$ cat src/rtl/vswc_pkg.sv
package vswc_pkg;

  localparam int unsigned COUNT_W_DEF = 16;
  localparam int unsigned STEP_W_DEF  = 4;
  localparam int unsigned SYNC_STAGES = 2;

  typedef enum logic {
    DIR_DOWN = 1'b0,
    DIR_UP   = 1'b1
  } dir_e;

endpackage

$ cat src/rtl/vswc_rst_sync.sv
module vswc_rst_sync #(
  parameter int unsigned STAGES = vswc_pkg::SYNC_STAGES
) (
  input  logic clk,
  input  logic clear_n,
  output logic run_o
);

  logic [STAGES-1:0] chain_q;
  logic [STAGES-1:0] chain_d;

  always_comb begin
    chain_d = {chain_q[STAGES-2:0], 1'b1};
  end

  always_ff @(posedge clk or negedge clear_n) begin
    if (!clear_n) begin
      chain_q <= '0;
    end else begin
      chain_q <= chain_d;
    end
  end

  assign run_o = chain_q[STAGES-1];

endmodule

$ cat src/rtl/vswc_step_sel.sv
module vswc_step_sel #(
  parameter int unsigned COUNT_W = vswc_pkg::COUNT_W_DEF,
  parameter int unsigned STEP_W  = vswc_pkg::STEP_W_DEF
) (
  input  logic               step_sel,
  input  logic [STEP_W-1:0]  step_amt,
  output logic [COUNT_W-1:0] step_o
);

  localparam int unsigned PAD_W = COUNT_W - STEP_W;

  logic [COUNT_W-1:0] amt_ext;
  logic [COUNT_W-1:0] unit_step;

  assign amt_ext   = {{PAD_W{1'b0}}, step_amt};
  assign unit_step = {{(COUNT_W-1){1'b0}}, 1'b1};

  always_comb begin
    if (step_sel) begin
      step_o = amt_ext;
    end else begin
      step_o = unit_step;
    end
  end

endmodule

$ cat src/rtl/vswc_wrap_arith.sv
module vswc_wrap_arith
  import vswc_pkg::*;
#(
  parameter int unsigned COUNT_W = vswc_pkg::COUNT_W_DEF
) (
  input  logic [COUNT_W-1:0] cur_i,
  input  logic [COUNT_W-1:0] step_i,
  input  dir_e               dir_i,
  output logic [COUNT_W-1:0] next_o
);

  localparam logic [COUNT_W-1:0] TOP_VAL = {COUNT_W{1'b1}};
  localparam logic [COUNT_W-1:0] BOT_VAL = '0;

  logic [COUNT_W:0]   sum_ext;
  logic [COUNT_W:0]   diff_ext;
  logic               at_top;
  logic               at_bot;
  logic               up_wrap;
  logic               dn_wrap;
  logic [COUNT_W-1:0] up_val;
  logic [COUNT_W-1:0] dn_val;

  always_comb begin
    sum_ext  = {1'b0, cur_i} + {1'b0, step_i};
    diff_ext = {1'b0, cur_i} - {1'b0, step_i};
    at_top   = (cur_i == TOP_VAL);
    at_bot   = (cur_i == BOT_VAL);
    up_wrap  = at_top | sum_ext[COUNT_W];
    dn_wrap  = at_bot | diff_ext[COUNT_W];
    up_val   = up_wrap ? BOT_VAL : sum_ext[COUNT_W-1:0];
    dn_val   = dn_wrap ? TOP_VAL : diff_ext[COUNT_W-1:0];
  end

  always_comb begin
    unique case (dir_i)
      DIR_UP:   next_o = up_val;
      DIR_DOWN: next_o = dn_val;
      default:  next_o = up_val;
    endcase
  end

endmodule

$ cat src/rtl/var_step_wrap_counter.sv
module var_step_wrap_counter
  import vswc_pkg::*;
#(
  parameter int unsigned COUNT_W = vswc_pkg::COUNT_W_DEF,
  parameter int unsigned STEP_W  = vswc_pkg::STEP_W_DEF
) (
  input  logic               clk,
  input  logic               clear_n,
  input  logic               load_en,
  input  logic [COUNT_W-1:0] load_value,
  input  logic               count_up,
  input  logic               step_sel,
  input  logic [STEP_W-1:0]  step_amt,
  output logic [COUNT_W-1:0] count_q
);

  logic               run_active;
  logic [COUNT_W-1:0] step_w;
  logic [COUNT_W-1:0] arith_next;
  logic [COUNT_W-1:0] cnt_d;
  logic [COUNT_W-1:0] cnt_q;
  logic               cnt_en;
  dir_e               dir_w;

  vswc_rst_sync #(
    .STAGES (SYNC_STAGES)
  ) u_sync (
    .clk     (clk),
    .clear_n (clear_n),
    .run_o   (run_active)
  );

  vswc_step_sel #(
    .COUNT_W (COUNT_W),
    .STEP_W  (STEP_W)
  ) u_step (
    .step_sel (step_sel),
    .step_amt (step_amt),
    .step_o   (step_w)
  );

  assign dir_w = count_up ? DIR_UP : DIR_DOWN;

  vswc_wrap_arith #(
    .COUNT_W (COUNT_W)
  ) u_arith (
    .cur_i  (cnt_q),
    .step_i (step_w),
    .dir_i  (dir_w),
    .next_o (arith_next)
  );

  always_comb begin
    cnt_en = run_active;
    if (load_en) begin
      cnt_d = load_value;
    end else begin
      cnt_d = arith_next;
    end
  end

  always_ff @(posedge clk or negedge clear_n) begin
    if (!clear_n) begin
      cnt_q <= '0;
    end else if (cnt_en) begin
      cnt_q <= cnt_d;
    end
  end

  assign count_q = cnt_q;

endmodule

$ cat config.mk
export PLATFORM = sky130hd
export DESIGN_NAME = var_step_wrap_counter
export DESIGN_NICKNAME = d
export VERILOG_FILES = /design/src/rtl/vswc_pkg.sv /design/src/rtl/vswc_rst_sync.sv /design/src/rtl/vswc_step_sel.sv /design/src/rtl/vswc_wrap_arith.sv /design/src/rtl/var_step_wrap_counter.sv
export SDC_FILE = /design/constraint.sdc
export NUM_CORES = 1
export LEC_CHECK = 0
export ABC_AREA = 1
export BUFFER_PORTS_ARGS = -buffer_cell sky130_fd_sc_hd__buf_2
export CAP_MARGIN = 10
export CORE_MARGIN = 4
export CORE_UTILIZATION = 50
export DETAILED_ROUTE_END_ITERATION = 8
export PLACE_DENSITY = 0.73
export SLEW_MARGIN = 40
export SYNTH_ARGS = -nofsm -noshare
export SYNTH_HDL_FRONTEND = slang
export SYNTH_SLANG_ARGS = --single-unit
$ cat constraint.sdc
create_clock -name clk -period 2.9 [get_ports clk]
set_clock_uncertainty 0.2 [all_clocks]
set_input_delay 0 -clock clk [delete_from_list [all_inputs] [get_ports clk]]
set_output_delay 0 -clock clk [all_outputs]
set_load 0.005 [all_outputs]
**Yosys cells after proc, flatten, opt, wreduce, memory -nomap -nowiden**

Index checks and enable logic that the tools add are counted.

- Add/subtract/negate cells: 2
- Equality and inequality tests: 1
- Mux-type cells: 6
- Bitwise operators: 3
- Reductions and logical operators: 1

Operator list:

| kind | count |
|---|---|
| $mux 16 | 3 |
| $pmux 16 s2 | 1 |
| $add 16x4->17 | 1 |
| $sub 16x4->17 | 1 |
| $eq 16x16->1 const B | 1 |
| $logic_not 16->1 | 1 |
| $mux 4 | 1 |
| $or 1x1->1 | 2 |
| $mux 1 | 1 |
| $not 1->1 | 1 |

- Bits in registers: 18
- Input bits: 25
- Output and inout port bits: 16

**Logic depth before layout (Yosys ltp)**

- Word-level depth: 6
- Depth in mapped cells: 15
- Gate-level depth less buffers: 15

**By module**

Synthesis repeated with hierarchy kept, for this count alone.

- Cells, all modules: 647
- Area total of the unflattened synthesis: 3507.1 um^2

By module, submodules not included:

| module | times used | cells each | area each (um^2) | seq. area each (um^2) |
|---|---|---|---|---|
| vswc_wrap_arith | 1 | 487 | 2424.8 | 0.0 |
| var_step_wrap_counter | 1 | 136 | 904.6 | 400.4 |
| vswc_step_sel | 1 | 21 | 123.9 | 0.0 |
| vswc_rst_sync | 1 | 3 | 53.8 | 50.0 |

**Worst setup path after synthesis**

No wires, ideal clock.

- Path type: register to register
- From: reg cnt_q[0], in the netlist count_q[0]
- To: reg cnt_q[5], in the netlist count_q[5]
- Library setup time: 0.133 ns
- Arrival: 1.853 ns
- Slack: 0.715 ns
- Stages on the path, launching flop included: 15
- Buffers on the path: 1
- Period minus slack after synthesis: 2.185 ns
- Path through: dfrtp_1 inv_1 ha_1 fa_1 inv_1 nand3_1 nand2_1 nand2_1 nand4_1 nand2_1 inv_2 buf_6 nand3_1 nand2_1 o21ai_0

- Cells in the longest elaborated chain, start to end: 5

Ends and longest elaborated chain:

| what | line | source |
|---|---|---|
| from (decl) | var_step_wrap_counter.sv:21 | `logic [COUNT_W-1:0] cnt_q;` |
| from (signal assigned) | var_step_wrap_counter.sv:66 | `cnt_q <= cnt_d;` |
| $sub 16x4->17 (tied with other cells) | vswc_wrap_arith.sv:26 | `diff_ext = {1'b0, cur_i} - {1'b0, step_i};` |
| $or 1x1->1, on equally long branches | vswc_wrap_arith.sv:30, vswc_wrap_arith.sv:29 |  |
| $mux 16, on equally long branches | vswc_wrap_arith.sv:32, vswc_wrap_arith.sv:31 |  |
| $pmux 16 s2 (*) | vswc_wrap_arith.sv:36 | `unique case (dir_i)` |
| $mux 16 (*) | var_step_wrap_counter.sv:55 | `if (load_en) begin` |

Every way passes the cells marked *; elsewhere a longest branch is shown, timed or not.
A chain may end at the register's enable or synchronous reset.

**Final worst setup path**

Same ends and word-level chain as after synthesis.

==> impl_metrics.csv <==
group,metric,value,unit
run_status,outcome,"complete, no violations",
clock_network,cts_resized,0,
clock_network,ctsHoldBuffers,17,
cells_and_area,syn2layout_area_growth,19.7,%
timing,grt_setup_unrepaired,"false",
die,core_area,0.00409,sq mm
synth,synth-edff-count,0,
worst_setup_path,r2r-end,"count_q[5]",
worst_hold_path,min_delay_worst_endpoint,"count_q[2]",
timing,fmax,396,MHz
die,start_util,53.1,%
worst_setup_path,r2r_start,"count_q[0]",
die,die_w,73.9,um
timing,layout_setup_ws,0.372,ns
clock_network,post_cts_buffers,0,
synth,ys_ff_latch,18,
detailed_routing,wl,6.57,mm
synth,ys.warnings.count,0,
timing,finalSetupViolations,0,
timing,drv_slew,0,
detailed_routing,num_vias,2613,
timing,finalSetupTns,0,ns
synth,synthFlopType,"dfrtp_1",
cells_and_area,fin_nets,468,
worst_setup_path,worstSetupPathType,"reg -> reg",
power,p_leak,1.38,nW
placed_design,io_buffer_count,40,
global_routing,gr-total-overflow,0,
timing,fin_crit,2.53,ns
placed_design,pre_cts_ws,0.408,ns
clock_network,clock_path_buffers,2,
power,powerDensity,416,mW/mm^2
worst_setup_path,start_kind,"flip-flop",
worst_hold_path,min_from,"count_up",
clock_network,cts_tree,"done",
timing,period_share,87.2,%
cells_and_area,antenna_cells,0,
die,die_h,73.9,um
detailed_routing,viasPerCell,5.42,
flow_run,max_cap_viol_count,0,
detailed_routing,drc,0,
synth,syn_area_per_cell,5.68,sq um
global_routing,grt_start_max_net_pins,23,
clock_network,path_clk_slew,0.08,ns
detailed_routing,antenna_left,0,
synth,yosysSeqAreaShare,20.7,%
global_routing,grt_first_pass_wirelength,11.0,mm
cells_and_area,final_layout_size_suffix_gt1_share,14.4,%
worst_setup_path,path_max_fanout,12,
synth,synth_cell_type_count,32,
detailed_routing,wl_per_cell,13.6,um
clock_network,cts_root_buf,"clkbuf_8",
timing,hold_viol,0,
timing,relSlewSlack,57.4,%
worst_hold_path,min_path_type,"in -> reg",
cells_and_area,fin_util,63.6,%
synth,netlist_area,0.00217,sq mm
synth,synth_nets,417,
synth,syn_inst,382,
worst_hold_path,hold_depth,5,
cells_and_area,fillers,408,
power,ir_worst_vdd,0.243,mV
clock_network,clk_latency,0.26,ns
clock_network,htree_levels,1,
cells_and_area,register_area,450,sq um
global_routing,grt_pass1_vias,2299,
detailed_routing,drtPass1Iterations,5,
worst_setup_path,reg2regPathDepth,13,
detailed_routing,initialDrtViolationCount,194,
worst_setup_path,r2r_slack,0.37,ns
global_routing,antenna_found_initial,0,
global_routing,grt_usage,26.0,%
die,io-pin-count,41,
worst_setup_path,cp.arrival,2.46,ns
synth,synthArstFlopShare,100,%
worst_setup_path,critPathLaunch,"count_q[0]",
clock_network,cts_sinks,18,
worst_setup_path,worstSetupEndpointType,"flip-flop",
die,dieArea,0.00546,sq mm
placed_design,routabilityCongestion,0.985,
die,rows,23,
clock_network,cts_buffers,3,
cells_and_area,multi_input_area,0.00148,sq mm
worst_setup_path,required,2.84,ns
timing,tightestPinTransition,0.638,ns
placed_design,dp_hpwl,5.08,mm
## worst max-delay path by stage
stage / to / slack [ns] / cells past startpoint
floorplan: count_q[5] / 0.71 / 14
global placement: count_q[9] / 0.46 / 10
detailed placement: count_q[5] / 0.41 / 13
CTS: count_q[5] / 0.38 / 13
global route: count_q[14] / 0.15 / 10
finish: count_q[5] / 0.37 / 13
## cell usage after synthesis, types with 3 or more instances
library cell	instances	area (sq um)
nand2_1	130	488
nor2_1	61	229
nand3_1	59	295
inv_1	38	143
dfrtp_1	18	450
o21ai_0	12	60.1
ha_1	8	100
nor3_1	7	35.0
clkbuf_1	6	22.5
nand3_2	6	60.1
nand4_1	5	31.3
buf_2	4	20.0
a21oi_1	3	15.0
buf_6	3	33.8
## cell type report
cell class              instances  area share [%]
multi-input cells             309            57.0
flip-flops and latches         18            17.3
repair buffers                 60            15.1
inverters                      41            6.02
well taps                      50            2.41
clock buffers                   4            2.12
## metrics by stage
step                      total power, mW  cell area, sq um  hold slack, ns  std cells
after floorplan                     0.697              2170          -0.496        382
after global placement              0.839              2370          -0.239        461
after detailed placement            0.838              2370          -0.234        461
after CTS                            1.08              2600         0.00384        482
after global routing                 1.17              2600          0.0348        482
final                                1.08              2600         0.00765        482
## worst max-delay path, stage by stage (launching register included)
cell	delay (ns)
dfrtp_1	0.41
inv_1	0.09
ha_1	0.23
fa_1	0.36
inv_1	0.09
nand3_1	0.08
nand2_1	0.20
nand2_1	0.10
nand4_1	0.08
nand2_1	0.07
inv_2	0.19
nand3_1	0.15
nand2_1	0.07
o21ai_0	0.07
## layout by cell type (no fill, tap or decap), types with 2 or more instances in the layout
| master | n |
|---|---|
| nand4_1 | 5 |
| buf_4 | 3 |
| nand3_1 | 59 |
| nor3_1 | 7 |
| nand3_2 | 6 |
| ha_1 | 8 |
| nor2_2 | 2 |
| dlygate4sd3_1 | 17 |
| o21ai_1 | 2 |
| o21ai_0 | 12 |
| buf_2 | 40 |
| a21oi_1 | 3 |
| inv_1 | 38 |
| nor2_1 | 61 |
| dfrtp_1 | 18 |
| nand2_1 | 130 |
| xor2_1 | 2 |
| clkbuf_8 | 4 |
| fa_1 | 2 |
## logic make-up (layout without fill, tap and decap cells)
| family | count (synthesis) | in the layout | synth area share, % |
|---|---|---|---|
| AND/OR/NAND/NOR | 272 | 272 | 53.7 |
| buffers and inverters | 55 | 105 | 11.1 |
| AO/OA/AOI/OAI | 23 | 23 | 6.69 |
| flip-flops | 18 | 18 | 20.7 |
| adder cells (fa/ha/maj) | 10 | 10 | 6.46 |
| XOR/XNOR | 3 | 3 | 1.21 |
| other | 1 | 1 | 0.173 |
## where the power goes
part           switching, mW  leakage [nW]  total (mW)  internal (mW)
registers             0.0724         0.216       0.355          0.283
logic                  0.321          1.13       0.509          0.188
clock network         0.0960        0.0288       0.217          0.121
## metal layers
layer  part of all wire [%]  vias to the layer above  global-route usage [%]
li1                       -                     1314                       -
met1                     46                     1171                    39.0
met3                    7.9                       17                    2.33
met4                    2.4                        0                    7.24
met5                      0                        -                       0
met2                     43                      111                    39.5
## state kept, by name (all words and copies together) (netlist names)
register	count
count_q	16
u_sync.chain_q	2
No activity file was read; power rests on OpenSTA's default activity.
